<file path="config.mk">
export PLATFORM = sky130hd
export DESIGN_NAME = dma_chan_stat
export DESIGN_NICKNAME = d
export VERILOG_FILES = /design/src/rtl/dmas_pkg.sv /design/src/rtl/dmas_cfg_check.sv /design/src/rtl/dmas_counter.sv /design/src/rtl/dmas_flags.sv /design/src/rtl/dma_chan_stat.sv
export SDC_FILE = /design/constraint.sdc
export NUM_CORES = 1
export LEC_CHECK = 0
export BUFFER_PORTS_ARGS = -buffer_cell sky130_fd_sc_hd__buf_2
export CAP_MARGIN = 20
export CORE_MARGIN = 10
export CORE_UTILIZATION = 40
export CTS_BUF_LIST = sky130_fd_sc_hd__clkbuf_4 sky130_fd_sc_hd__clkbuf_8
export DETAILED_ROUTE_END_ITERATION = 16
export GPL_ROUTABILITY_DRIVEN = 0
export HOLD_SLACK_MARGIN = 0.06
export PLACE_DENSITY = 0.74
export SETUP_SLACK_MARGIN = 0.02
export SYNTH_ARGS = -nofsm -noshare
export SYNTH_HDL_FRONTEND = slang
export SYNTH_SLANG_ARGS = --single-unit
</file>
<file path="constraint.sdc">
create_clock -name clk -period 2.9 [get_ports clk]
set_input_delay 0.145 -clock clk [delete_from_list [all_inputs] [get_ports clk]]
set_output_delay 0.145 -clock clk [all_outputs]
set_load 0.05 [all_outputs]
</file>
<file path="src/rtl/dmas_pkg.sv">
package dmas_pkg;

  typedef enum logic [1:0] {
    SZ_BYTE = 2'b00,
    SZ_HALF = 2'b01,
    SZ_WORD = 2'b10,
    SZ_BAD  = 2'b11
  } xfer_size_e;

  function automatic logic size_legal(input logic [1:0] s);
    return s != SZ_BAD;
  endfunction

  function automatic logic [2:0] size_bytes(input logic [1:0] s);
    case (s)
      SZ_BYTE: return 3'd1;
      SZ_HALF: return 3'd2;
      SZ_WORD: return 3'd4;
      default: return 3'd0;
    endcase
  endfunction

  // Low bits that must be zero for a given size
  function automatic logic lsb_misaligned(input logic [1:0] lsb, input logic [1:0] s);
    case (s)
      SZ_HALF: return lsb[0];
      SZ_WORD: return |lsb;
      default: return 1'b0;
    endcase
  endfunction

  // Larger of two legal size codes (codes grow with byte width)
  function automatic logic [1:0] size_max(input logic [1:0] a, input logic [1:0] b);
    return (a > b) ? a : b;
  endfunction

endpackage

</file>
<file path="src/rtl/dmas_cfg_check.sv">
module dmas_cfg_check #(
  parameter int CNT_W = 20
) (
  input  logic [1:0]       src_size,
  input  logic [1:0]       dst_size,
  input  logic [1:0]       src_lsb,
  input  logic [1:0]       dst_lsb,
  input  logic [CNT_W-1:0] count,
  output logic             cfg_bad
);
  import dmas_pkg::*;

  logic sizes_ok;
  logic cnt_zero;
  logic addr_bad;
  logic cnt_bad;

  always_comb begin
    sizes_ok = size_legal(src_size) && size_legal(dst_size);
    cnt_zero = (count == '0);
    addr_bad = lsb_misaligned(src_lsb, src_size) || lsb_misaligned(dst_lsb, dst_size);
    cnt_bad  = lsb_misaligned(count[1:0], size_max(src_size, dst_size));
    cfg_bad  = !sizes_ok || cnt_zero || addr_bad || cnt_bad;
  end

endmodule

</file>
<file path="src/rtl/dmas_counter.sv">
module dmas_counter #(
  parameter int CNT_W = 20
) (
  input  logic             clk,
  input  logic             rst_n,
  input  logic             load,
  input  logic [CNT_W-1:0] load_val,
  input  logic             dec,
  input  logic [2:0]       dec_amt,
  output logic [CNT_W-1:0] count,
  output logic [CNT_W-1:0] count_nxt
);

  function automatic logic [CNT_W-1:0] sat_sub(input logic [CNT_W-1:0] a,
                                               input logic [2:0] b);
    logic [CNT_W-1:0] bw;
    bw = CNT_W'(b);
    return (a > bw) ? (a - bw) : '0;
  endfunction

  always_comb begin
    if (load)     count_nxt = load_val;
    else if (dec) count_nxt = sat_sub(count, dec_amt);
    else          count_nxt = count;
  end

  always_ff @(posedge clk or negedge rst_n) begin
    if (!rst_n) count <= '0;
    else        count <= count_nxt;
  end

endmodule

</file>
<file path="src/rtl/dmas_flags.sv">
module dmas_flags (
  input  logic clk,
  input  logic rst_n,
  input  logic clr,
  input  logic set_ce,
  input  logic set_bes,
  input  logic set_bed,
  input  logic busy_set,
  input  logic busy_clr,
  input  logic done_set,
  output logic ce,
  output logic bes,
  output logic bed,
  output logic busy,
  output logic done
);

  always_ff @(posedge clk or negedge rst_n) begin
    if (!rst_n) begin
      ce   <= 1'b0;
      bes  <= 1'b0;
      bed  <= 1'b0;
      busy <= 1'b0;
      done <= 1'b0;
    end else if (clr) begin
      ce   <= 1'b0;
      bes  <= 1'b0;
      bed  <= 1'b0;
      busy <= 1'b0;
      done <= 1'b0;
    end else begin
      ce   <= ce  | set_ce;
      bes  <= bes | set_bes;
      bed  <= bed | set_bed;
      done <= done | done_set;
      if (busy_clr)      busy <= 1'b0;
      else if (busy_set) busy <= 1'b1;
    end
  end

endmodule

</file>
<file path="src/rtl/dma_chan_stat.sv">
module dma_chan_stat #(
  parameter int CNT_W = 20
) (
  input  logic             clk,
  input  logic             rst_n,
  input  logic             reg_wr,
  input  logic [31:0]      reg_wdata,
  output logic [31:0]      reg_rdata,
  input  logic             eng_start,
  input  logic             eng_sel,
  input  logic             beat_done,
  input  logic [2:0]       beat_bytes,
  input  logic             err_src,
  input  logic             err_dst,
  input  logic             last_done,
  input  logic [1:0]       src_size,
  input  logic [1:0]       dst_size,
  input  logic [1:0]       src_addr_lsb,
  input  logic [1:0]       dst_addr_lsb,
  output logic [CNT_W-1:0] byte_count,
  output logic             flag_cfg_err,
  output logic             flag_bus_err_src,
  output logic             flag_bus_err_dst,
  output logic             flag_req,
  output logic             flag_busy,
  output logic             flag_done,
  output logic             irq
);

  localparam int FIELD_W = 24;
  localparam int FILL_W  = FIELD_W - CNT_W;
  localparam int DONE_B  = FIELD_W;
  localparam logic [FILL_W-1:0] FILL = {{(FILL_W-1){1'b1}}, 1'b0};

  // Named internal events
  logic clr_evt, wr_cnt, wr_big, load_ok, ovf_evt;
  logic cfg_bad, start_try, start_ok, start_bad;
  logic err_evt, beat_evt, fin_evt;
  logic [CNT_W-1:0] cnt_nxt;

  assign clr_evt   = reg_wr && reg_wdata[DONE_B];
  assign wr_cnt    = reg_wr && !reg_wdata[DONE_B];
  assign wr_big    = |reg_wdata[FIELD_W-1:CNT_W];
  assign load_ok   = wr_cnt && !flag_busy && !wr_big;
  assign ovf_evt   = wr_cnt && !flag_busy && wr_big;

  assign start_try = eng_start && !flag_busy && !flag_done && !clr_evt;
  assign start_ok  = start_try && !cfg_bad;
  assign start_bad = start_try && cfg_bad;

  assign err_evt   = flag_busy && !clr_evt && (err_src || err_dst);
  assign beat_evt  = flag_busy && !clr_evt && !err_evt && beat_done;
  assign fin_evt   = flag_busy && !clr_evt && !err_evt && last_done && (cnt_nxt == '0);

  dmas_cfg_check #(.CNT_W(CNT_W)) u_cfg (
    .src_size (src_size),
    .dst_size (dst_size),
    .src_lsb  (src_addr_lsb),
    .dst_lsb  (dst_addr_lsb),
    .count    (byte_count),
    .cfg_bad  (cfg_bad)
  );

  dmas_counter #(.CNT_W(CNT_W)) u_cnt (
    .clk       (clk),
    .rst_n     (rst_n),
    .load      (load_ok),
    .load_val  (reg_wdata[CNT_W-1:0]),
    .dec       (beat_evt),
    .dec_amt   (beat_bytes),
    .count     (byte_count),
    .count_nxt (cnt_nxt)
  );

  dmas_flags u_flg (
    .clk      (clk),
    .rst_n    (rst_n),
    .clr      (clr_evt),
    .set_ce   (ovf_evt || start_bad),
    .set_bes  (err_evt && err_src),
    .set_bed  (err_evt && err_dst),
    .busy_set (start_ok),
    .busy_clr (err_evt || fin_evt),
    .done_set (start_bad || err_evt || fin_evt),
    .ce       (flag_cfg_err),
    .bes      (flag_bus_err_src),
    .bed      (flag_bus_err_dst),
    .busy     (flag_busy),
    .done     (flag_done)
  );

  assign flag_req  = flag_busy && !flag_done && (byte_count != '0) && !eng_sel;
  assign irq       = flag_done;
  assign reg_rdata = {1'b0, flag_cfg_err, flag_bus_err_src, flag_bus_err_dst,
                      1'b0, flag_req, flag_busy, flag_done, FILL, byte_count};

endmodule

</file>
# ---- Word level (Yosys, flattened, before mapping)
# Index checks and enable logic that the tools add are counted.
# Widths: inputs -> output; s select.
dict set report classes {
  n_addsub 1
  magnitude_cmp 2
  eq_ne 8
  mux 14
  n_bitwise 4
  reduce_logical 48
}
# op count
set ops {}
lappend ops {{$mux 20} 3}
lappend ops {{$logic_not 20->1} 2}
lappend ops {{$logic_and 1x1->1} 22}
lappend ops {{$gt 20x3->1} 1}
lappend ops {{$reduce_bool 20->1} 1}
lappend ops {{$sub 20x3->20} 1}
lappend ops {{$logic_not 1->1} 9}
lappend ops {{$logic_or 1x1->1} 9}
lappend ops {{$mux 1} 7}
lappend ops {{$eq 2x1->1 const B} 3}
lappend ops {{$eq 2x2->1 const B} 3}
lappend ops {{$pmux 1 s2} 3}
lappend ops {{$reduce_or 2->1} 3}
lappend ops {{$ne 2x2->1 const B} 2}
lappend ops {{$or 1x1->1} 4}
lappend ops {{$reduce_or 4->1} 1}
lappend ops {{$reduce_bool 3->1} 1}
lappend ops {{$gt 2x2->1} 1}
lappend ops {{$mux 2} 1}
dict set report word_totals {
  ff_bits 25
  inputBits 52
  output_inout_bits 59
  word_cells 83
}

# ---- Longest topological paths before layout
# Gate-level depths: netlist of the first run.
dict set report depth {
  depth_word 14
  mapped_depth 15
  ltp_nobuf 15
}

# ---- Cells and area by module
# Synthesis of the first run repeated with hierarchy kept, for this count alone.
dict set report hier_totals {
  cells_unflattened 263
  area_unflattened_um2 2160.8
}
# mod instances cells_each area_per_inst_um2 seq_area_each_um2
set modules_own_cells {}
lappend modules_own_cells {dmas_counter 1 136 1237.4 500.5}
lappend modules_own_cells {dma_chan_stat 1 70 456.7 0.0}
lappend modules_own_cells {dmas_cfg_check 1 42 297.8 0.0}
lappend modules_own_cells {dmas_flags 1 15 168.9 125.1}

# ---- Least setup slack after synthesis of the first run
# OpenSTA, ideal clock, no wires.
dict set report synth_path {
  path_type {register -> output}
  startpoint {register u_cnt.count[6]}
  endpoint {output port reg_rdata[26]}
  t_arrival_ns 3.197
  t_required_ns 2.755
  slack_ns -0.442
  stages_incl_launch_ff 8
  n_path_buf 2
  path_cell_list {dfrtp_1 buf_6 nor4_4 nand4_1 nand2b_1 nor4_1 nor4_1 buf_4}
}
dict set report synth_between {
  elab_chain_len 3
}
# item line_no
set synth_rtl {}
lappend synth_rtl {{from (decl)} dmas_counter.sv:10} ;# output logic [CNT_W-1:0] count,
lappend synth_rtl {{from (signal assigned)} dmas_counter.sv:29} ;# else count <= count_nxt;
lappend synth_rtl {{$reduce_bool 20->1} dma_chan_stat.sv:92} ;# assign flag_req = flag_busy && !flag_done && (byte_count != '0) && !eng_sel;
lappend synth_rtl {{$logic_and 1x1->1 (2 in series)} dma_chan_stat.sv:92}
lappend synth_rtl {{to (decl)} dma_chan_stat.sv:8} ;# output logic [31:0] reg_rdata,
# Every way passes these cells.

# ---- Worst setup path after layout of the first run
dict set report layout_path {
  startpoint {register u_cnt.count[0]}
  endpoint {register u_flg.busy}
}
dict set report layout_between {
  elab_chain_len 9
  elab_cells_between_ends 19
  classes_between {add/sub: 1; order compare: 1; mux: 6; reduce/logical: 11}
}
# item line_no
set layout_rtl {}
lappend layout_rtl {{$sub 20x3->20 or $gt 20x3->1 (tied branches)} dmas_counter.sv:18} ;# return (a > bw) ? (a - bw) : '0;
lappend layout_rtl {{$mux 20} dmas_counter.sv:18}
lappend layout_rtl {{$mux 20} dmas_counter.sv:23} ;# else if (dec) count_nxt = sat_sub(count, dec_amt);
lappend layout_rtl {{$mux 20} dmas_counter.sv:22} ;# if (load) count_nxt = load_val;
lappend layout_rtl {{$logic_not 20->1} dma_chan_stat.sv:53} ;# assign fin_evt = flag_busy && !clr_evt && !err_evt && last_done && (cnt_nxt == '0);
lappend layout_rtl {{$logic_and 1x1->1} dma_chan_stat.sv:53}
lappend layout_rtl {{$logic_or 1x1->1} dma_chan_stat.sv:83} ;# .busy_clr (err_evt || fin_evt),
lappend layout_rtl {{$mux 1} dmas_flags.sv:36} ;# if (busy_clr) busy <= 1'b0;
lappend layout_rtl {{$mux 1} dmas_flags.sv:25} ;# end else if (clr) begin
lappend layout_rtl {{to (signal assigned)} dmas_flags.sv:29} ;# busy <= 1'b0;
lappend layout_rtl {{to (signal assigned)} dmas_flags.sv:36}
lappend layout_rtl {{to (signal assigned)} dmas_flags.sv:37} ;# else if (busy_set) busy <= 1'b1;
lappend layout_rtl {{to (decl)} dmas_flags.sv:14} ;# output logic busy,
# Parallel ways exist; a longest one is shown, timed or not.
# A chain may end at the register's enable or synchronous reset.

==> out/results.ini, run 1 <==
[yosys]
synth_area_leaders=dfrtp_1 (26%), buf_4 (10%), ha_1 (7.7%)
ys_types=63
async_reset_ff_share_pct=100
netlist_area_sq_mm=0.00243
synthCells=290
yosysWarnings=0
synth_edf_count=0
yosysSeqAreaShare_pct=25.7
synth-seq-cells=25
yosysTopAreaCell=dfrtp_1
avgSynthCellArea_sq_um=8.39
ys.flop_type=dfrtp_1
synth_top_area_share_pct=25.7

[timing]
clock.fmax_ghz=0.357
worst_pin_slew_ps=592
rsz0062_at_grt=yes
setup_viol=0
fin_tns_setup_ps=0
min_period_ps=2800
fin_ws_ps=96.7
maxSlewHeadroom_pct=60.5
finClkSkew_ps=17.9
finalHoldViolations=0
period_share_pct=96.7
finalMaxSlewViolations=0

[global_routing]
overflow=0
track_usage_pct=15.3
grt_antenna_before_repair=0
grt_max_degree=26
grt_pass1_vias=2620
grt_pass1_wl_mm=12.8

[routing]
wire_per_inst_um=17.0
drtAntennaViolNets=0
highest_layer=met4
first_pass_iters=4
wl_met3_um=763
vias=2507
drt-met1-wl_mm=3.25
drt_wl_total_mm=7.66
drtIter0Drc=209
viasPerCell=5.57
drcViolationCount=0
dr_wl_met2_mm=3.53

[critical_path]
path_max_fanout=4
slowest_delay_ps=430
required_ps=3070
critPathSlowestCell=dfrtp_2
critical_path_buf_inv_count=3
cp-end-kind=flip-flop
critPathKind=reg2reg
critPathMostFrequentCell=inv_2
startpoint_type=flip-flop
critPathTopFamily=compound AO/OA/AOI/OAI gates
worstPathCellList=inv_2, ha_4, inv_2, fa_2, a211oi_4, nand3_2, buf_6, o31a_1, nor4_2, o21ai_1, nor4b_4, a21oi_1
cp.arrival_ps=2970

[power_and_ir_drop]
p_per_area_mw_per_mm2=1020
p_leak_uw=0.00141
max-vdd-ir-drop_uv=573

[clock_tree]
path_clk_slew_ps=110
clk_path_buf_depth=2
cts.htree.levels=1
cts-root-buf=clkbuf_8
clk_latency_ps=280
cts_buffers=3
cts_num_sinks=25
cts_tree=done

[floorplanning]
io_pins=111
start_util_pct=41.1
fp-row-count=28
core_region_area_sq_mm=0.00592
dieArea_sq_mm=0.00960
die_h_um=98
fp.dieW_um=98

[placed_design]
place.detailed.hpwl_mm=6.15
portBuffers=97
pre_cts_ws_ps=54.3
dpl_cell_area_sq_mm=0.00286

[final_layout]
final_nets=444
syn_to_final_growth_pct=23.9
layout-drive-gt1-share_pct=39.7
diodes=0
final_core_util_pct=50.9
fillers=581
final_area_sq_mm=0.00302

[min_path]
hp-class=in2reg

[flow_run]
maxCapViolCount=0

[outcome]
outcome=finished, final reports clean

-- state kept, by name, summed over array words and instances (netlist names) --
name and count:
u_cnt.count 20, u_flg.bed 1, u_flg.ce 1, u_flg.done 1, u_flg.busy 1, u_flg.bes 1
-- cells in the mapped netlist, types with 7 or more instances --
| cell type | n |
|---|---|
| a21oi_1 | 17 |
| buf_4 | 33 |
| dfrtp_1 | 25 |
| ha_1 | 15 |
| inv_1 | 12 |
| nand2_1 | 16 |
| nand4_1 | 7 |
| nor2_1 | 28 |
| nor3_1 | 8 |
| nor4_1 | 13 |
| o21ai_0 | 16 |
| or3_1 | 7 |
| xnor2_1 | 7 |
-- layout by cell type, fill, tap and decap left out, drive strengths merged, types with 2 or more instances in the layout --
master  count
nor2       28
or4         4
o31a        2
clkbuf      4
xor2        3
a21o        2
dfrtp      25
o22ai       2
conb        6
nand3       4
ha         15
buf       116
nor3       10
a21oi      17
nand4       7
o32ai       2
nand2      17
nand2b      2
xnor2       7
nor4       17
or3         7
o31ai       7
nor4b       2
a31oi       2
or2         2
inv        12
a21boi      2
and2        4
o211ai      3
a211oi      5
nor3b       4
and3        3
o21ai      17
-- routing by layer --
| layer | GRT usage [%] | vias to the layer above |
|---|---|---|
| met5 | 0 | - |
| met3 | 4.16 | 14 |
| li1 | - | 1195 |
| met2 | 25.6 | 131 |
| met4 | 3.24 | 0 |
| met1 | 19.1 | 1167 |
-- timing repair --
action,CTS,global route
endpoints found under the hold margin,25,0
hold buffers,1,0
gates resized for setup,0,14
setup buffers,0,5
setup endpoints to repair,0,2
-- area by class of cell --
type                            instances  area (sq um)  area share, %
Clock buffer                            4          48.8           1.62
Inverter                               12          45.0           1.49
Multi-Input combinational cell        217          1560           51.6
Sequential cell                        25           627           20.8
Tap cell                               75          93.8           3.11
Timing Repair Buffer                  117           646           21.4
-- cell families (layout without fill, tap and decap cells) --
| kind of cell | count (synthesis) | in the layout | synth area share [%] |
|---|---|---|---|
| buffers and inverters | 52 | 133 | 13.8 |
| DFF | 25 | 25 | 25.7 |
| adders and majority gates | 16 | 16 | 8.53 |
| muxes | 1 | 1 | 0.411 |
| and+or+nand+nor | 115 | 115 | 28.7 |
| AOI/OAI and AO/OA | 69 | 69 | 18.9 |
| xor gates and xnor gates | 10 | 10 | 3.60 |
| other | 2 | 6 | 0.309 |
-- final timing paths --
check,from,to,slack (ps),depth (start not counted)
worst max-delay path,u_cnt.count[0]$_DFF_PN0_,u_flg.busy$_DFFE_PN0P_,100,12
worst min-delay path,reg_wdata[12],u_cnt.count[12]$_DFF_PN0_,80,2
worst max register to register,u_cnt.count[0]$_DFF_PN0_,u_flg.busy$_DFFE_PN0P_,100,12
worst min register to register,u_flg.bed$_DFF_PN0_,u_flg.bed$_DFF_PN0_,570,2
max in group asynchronous,rst_n,u_cnt.count[0]$_DFF_PN0_,2090,2
min in group asynchronous,rst_n,u_cnt.count[15]$_DFF_PN0_,390,2
-- stage by stage --
step / hold WS (ps) / cells / power (uW)
CTS: 74.9 / 446 / 3000
finish: 75.5 / 450 / 3070
global placement: 182 / 441 / 2740
global route: 75.7 / 450 / 3250
floorplan: -151 / 294 / 2400
detailed placement: 187 / 441 / 2760
-- where the power goes --
part           switching, uW  internal (uW)  total (uW)
registers                231            469         699
logic                   1550            599        2150
clock network            121            108         229
total                   1900           1180        3070
No activity file was read; power rests on OpenSTA's default activity.
==> run 2: changes to the inputs <==
==> constraint.sdc (replaced) <==
create_clock -name clk -period 2.9 [get_ports clk]
set_input_delay 0.29 -clock clk [delete_from_list [all_inputs] [get_ports clk]]
set_output_delay 0.29 -clock clk [all_outputs]
set_load 0.05 [all_outputs]
==> out/results.ini, run 2 (synthesis results as in run 1) <==
[critical_path]
required_ps=3060  ; about the same
r2r_cells=10  ; -2
cp-end-kind=flip-flop
cp.arrival_ps=2900  ; -70 ps
startpoint_type=flip-flop
critPathKind=reg2reg
slowest_delay_ps=430  ; about the same
path_max_fanout=4  ; unchanged
crit_path_start=u_cnt.count[0]$_DFF_PN0_
critPathSlowestCell=or3_1
r2r-start=u_cnt.count[0]$_DFF_PN0_
critPathMostFrequentCell=inv_1
worstPathCellList=inv_1, ha_1, inv_1, fa_2, a211oi_2, nand4_1, or3_1, a211oi_1, o311a_1, a21oi_1

[final_layout]
final_nets=439  ; -1.1%
largest_register_ffs=20  ; unchanged
diodes=0  ; unchanged
layout-drive-gt1-share_pct=38.1  ; -1.6 points
largest-register=u_cnt.count
syn_to_final_growth_pct=21.0
layout_commonest_cell=buf_2
layout_common_cells=buf_2 (97), nor2_1 (28), dfrtp_1 (24)
fillers=604  ; +4.0%

[clock_tree]
post_cts_buffers=0  ; unchanged
cts.htree.levels=1  ; unchanged
path_clk_slew_ps=90  ; -20 ps
cts_buffers=3  ; unchanged
cts_tree=done
clk_latency_ps=270  ; about the same
clk_path_buf_depth=2  ; unchanged
cts-root-buf=clkbuf_8
cts_num_sinks=25  ; unchanged

[routing]
wire_per_inst_um=16.9  ; -0.87%
first_pass_iters=4  ; unchanged
vias=2454  ; -2.1%
drt_wl_total_mm=7.51  ; -2.0%
drcViolationCount=0  ; unchanged
drtIter0Drc=183  ; -12%
viasPerCell=5.51  ; -1.0%
drtAntennaViolNets=0  ; unchanged

[floorplanning]
io_pins=111  ; unchanged
fp.dieW_um=98  ; unchanged
core_region_area_sq_mm=0.00592  ; unchanged
dieArea_sq_mm=0.00960  ; unchanged
start_util_pct=41.1  ; unchanged
die_h_um=98  ; unchanged
fp-row-count=28  ; unchanged

[timing]
setup_viol=0  ; unchanged
clock.fmax_ghz=0.365  ; +2.4%
maxSlewHeadroom_pct=61.2  ; +0.65 points
finalMaxSlewViolations=0  ; unchanged
period_share_pct=94.4  ; -2.3 points
finalHoldViolations=0  ; unchanged
worst_pin_slew_ps=582  ; -9.79 ps
worst_hold_slack_ps=219  ; +144 ps
min_period_ps=2740  ; -65.7 ps
finClkSkew_ps=6.34  ; -11.5 ps

[global_routing]
grt_max_degree=26  ; unchanged
overflow=0  ; unchanged
grt_pass1_vias=2570  ; -1.9%
grt_pass1_wl_mm=12.4  ; -3.5%
track_usage_pct=15.0  ; -0.31 points
grt_antenna_before_repair=0  ; unchanged

[placed_design]
portBuffers=97  ; unchanged
place.detailed.hpwl_mm=6.10  ; -0.78%

[power_and_ir_drop]
max-vdd-ir-drop_uv=601  ; +5.0%
p_per_area_mw_per_mm2=1010  ; -0.61%
power_uw=2980  ; -2.9%
p_leak_uw=0.00138  ; -2.0%

[min_path]
hp-class=in2reg
worstHoldStart=reg_wdata[12]
whs_path_depth=2  ; unchanged

[outcome]
outcome=finished, final reports clean

[flow_run]
maxCapViolCount=0  ; unchanged

## run 2: layout make-up
| class | count | area (sq um) | area share, % |
|---|---|---|---|
| clock inverter | 1 | 5.00 | 0.170 |
| inverter | 12 | 45.0 | 1.53 |
| tap | 75 | 93.8 | 3.19 |
| clock buffer | 3 | 41.3 | 1.40 |
| multi-input combinational | 217 | 1530 | 52.0 |
| sequential | 25 | 627 | 21.3 |
| timing repair buffer | 112 | 601 | 20.4 |
## run 2: through the flow
stage | setup TNS [ps] | util [%] | instance area (sq um) | std cells | setup slack [ps]
detailed placement | 0 | 48.2 | 2850 | 440 | 27.5
CTS | 0 | 49.2 | 2910 | 445 | 13.1
global placement | 0 | 48.2 | 2850 | 440 | 121
finish | 0 | 49.7 | 2950 | 445 | 162
floorplan | 0 | - | 2460 | 294 | 78.8
global route | -31.9 | 49.7 | 2950 | 445 | -16.7
## run 2: final timing paths
path | to | slack (ps)
worst min-delay path | u_cnt.count[12]$_DFF_PN0_ | 220
worst max register to register | u_flg.busy$_DFFE_PN0P_ | 160
worst max-delay path | u_flg.busy$_DFFE_PN0P_ | 160
max in group asynchronous | u_cnt.count[0]$_DFF_PN0_ | 1940
worst min register to register | u_flg.bed$_DFF_PN0_ | 560
min in group asynchronous | u_cnt.count[18]$_DFF_PN0_ | 540
## run 2: what timing repair did
| action | CTS | global route |
|---|---|---|
| hold buffers | 1 | 0 |
| endpoints found under the hold margin | 25 | 0 |
| pin swaps | 0 | 3 |
| endpoints found under the setup margin | 1 | 2 |
| gates resized for setup | 0 | 7 |
## run 2: where the power goes
part / switching [uW] / internal, uW / leakage (uW)
clock: 116 / 96.3 / 0.0000255
sequential: 223 / 469 / 0.000314
combinational: 1520 / 561 / 0.00104
## run 2: worst max-delay path, delay by kind of cell, from the launching register on
kind,cells,cell delay (ps)
AOI/OAI and AO/OA,4,880
and+or+nand+nor,2,670
DFF,1,410
buffers and inverters,2,140
adders and majority gates,2,510
## run 2: layer usage
layer  routed length (um)  up-vias  share of wire (%)  global-route usage, %
met5                    0        -                  0                      0
met4                   46        0               0.61                   3.58
met3                  672        4                8.9                   3.95
met2                 3610      101                 48                   25.9
met1                 3180     1159                 42                   18.0
li1                     -     1190                  -                      -
==> run 3: changes to the inputs <==
CORE_ASPECT_RATIO = 0.9   (was not set)
==> out/results.ini, run 3 (synthesis results as in run 1) <==
[routing]
first_pass_iters=5  ; +1
viasPerCell=5.66  ; +2.7%
drt_wl_total_mm=7.91  ; +5.3%
drtIter0Drc=280  ; +53%
drtAntennaViolNets=0  ; unchanged
drcViolationCount=0  ; unchanged
wire_per_inst_um=17.9  ; +6.0%
vias=2503  ; +2.0%

[placed_design]
dpl_cell_area_sq_mm=0.00285  ; -0.22%
portBuffers=97  ; unchanged
place.detailed.hpwl_mm=6.28  ; +2.8%
pre_cts_ws_ps=23.9  ; -3.53 ps
placed_cells=435  ; -1.1%

[global_routing]
grt_pass1_vias=2433  ; -5.3%
grt_antenna_before_repair=0  ; unchanged
grt_max_degree=26  ; unchanged
overflow=0  ; unchanged
track_usage_pct=15.3  ; +0.30 points
grt_pass1_wl_mm=12.0  ; -2.8%

[timing]
finalMaxSlewViolations=0  ; unchanged
fin_tns_setup_ps=0  ; unchanged
setup_viol=0  ; unchanged
finalHoldViolations=0  ; unchanged
period_share_pct=94.3  ; about the same
clock.fmax_ghz=0.366  ; about the same
worst_pin_slew_ps=584  ; +1.92 ps
rsz0062_at_grt=yes
finClkSkew_ps=9.62  ; +3.28 ps
fin_ws_ps=165  ; +2.09 ps
min_period_ps=2740  ; -2.09 ps
maxSlewHeadroom_pct=61.1  ; -0.13 points

[critical_path]
cp.arrival_ps=2900  ; about the same
cp-end-kind=flip-flop
r2r_setup_slack_ps=160  ; about the same
startpoint_type=flip-flop
required_ps=3060  ; about the same
r2r_cells=11  ; +1
crit_path_start=u_cnt.count[0]$_DFF_PN0_
critPathKind=reg2reg
path_max_fanout=4  ; unchanged
reg2reg_to=u_flg.busy$_DFFE_PN0P_
r2r-start=u_cnt.count[0]$_DFF_PN0_
cp-endpoint=u_flg.busy$_DFFE_PN0P_

[clock_tree]
clk_path_buf_depth=2  ; unchanged
cts_buffers=3  ; unchanged
cts_num_sinks=25  ; unchanged
clk_latency_ps=280  ; about the same
cts.htree.levels=1  ; unchanged
path_clk_slew_ps=100  ; about the same
cts-root-buf=clkbuf_8
cts_tree=done

[flow_run]
maxCapViolCount=0  ; unchanged

[floorplanning]
io_pins=111  ; unchanged
start_util_pct=42.0  ; +0.92 points
die_h_um=94.0  ; -4.1%
core_region_area_sq_mm=0.00579  ; -2.2%
fp.dieW_um=102  ; +4.3%
fp-row-count=26  ; -7.1%
dieArea_sq_mm=0.00961  ; about the same

[final_layout]
diodes=0  ; unchanged
syn_to_final_growth_pct=23.2
final_area_sq_mm=0.00300  ; +1.8%
layout_commonest_cell=buf_2
final_nets=441  ; +0.46%
layout_common_cells=buf_2 (97), nor2_1 (28), dfrtp_1 (24)
largest-register=u_cnt.count
largest_register_ffs=20  ; unchanged
layoutNonFillerInstCount=442  ; -0.67%
layout-drive-gt1-share_pct=39.5  ; +1.4 points

[min_path]
hp-class=in2reg
worstHoldStart=reg_wdata[6]

[power_and_ir_drop]
p_leak_uw=0.00139  ; +0.85%
power_uw=3070  ; +2.8%
max-vdd-ir-drop_uv=391  ; -35%
p_per_area_mw_per_mm2=1020  ; +0.96%

[outcome]
outcome=finished, final reports clean

run 3: cell count changes in the layout (fill, tap and decap cells not counted), sizes merged:
| cell | change |
|---|---|
| clkinv | -1 |
| buf | +2 |
| clkinvlp | +1 |
run 3: layout make-up:
type	count	area, sq um
Fill cell	556	2790
Multi-Input combinational cell	217	1570
Sequential cell	25	627
Timing Repair Buffer	114	619
Tap cell	70	87.6
Inverter	12	45.0
Clock buffer	3	41.3
Clock inverter	1	7.51
run 3: timing repair:
item,4_1_cts,5_1_grt
hold endpoints to repair,25,0
buffers inserted,1,2
pin swaps,4,7
resized for setup,3,12
hold buffers,1,0
cloned,0,0
setup endpoints to repair,2,2
run 3: routing by layer:
layer	routed length [um]	GRT usage (%)	vias to the layer above	part of all wire [%]
li1	-	-	1195	-
met1	3350	20.4	1156	42
met2	3480	23.4	140	44
met3	967	4.42	12	12
met4	116	4.23	0	1.5
met5	0	0	-	0
run 3: where the power goes:
part / internal [uW] / leakage, uW / total [uW] / switching [uW]
logic: 586 / 0.00106 / 2130 / 1540
registers: 468 / 0.000314 / 716 / 248
clock network: 97.7 / 0.0000217 / 223 / 125
total: 1150 / 0.00139 / 3070 / 1910
run 3: worst min path at each step:
stage,to,cells after the start
finish,u_cnt.count[6]$_DFF_PN0_,3
global route,u_cnt.count[12]$_DFF_PN0_,2
CTS,u_cnt.count[6]$_DFF_PN0_,3
detailed placement,u_cnt.count[11]$_DFF_PN0_,1
global placement,u_cnt.count[11]$_DFF_PN0_,1
floorplan,u_cnt.count[0]$_DFF_PN0_,0
run 3: per-stage QoR:
step,util (%),hold WS (ps)
4_1_cts,50.5,202
2_1_floorplan,-,-5.59
5_1_grt,51.8,204
3_3_place_gp,49.2,318
6_report,51.8,203
3_5_place_dp,49.2,325
run 3: worst max-delay path, cell delays in order (launching register included):
cell and delay, ps:
dfrtp_2 420, inv_2 60, ha_1 130, inv_1 50
fa_2 410, a211oi_4 260, nand4_1 190, buf_4 210
or3_1 360, a211oi_2 260, o311a_1 210, a21oi_1 80
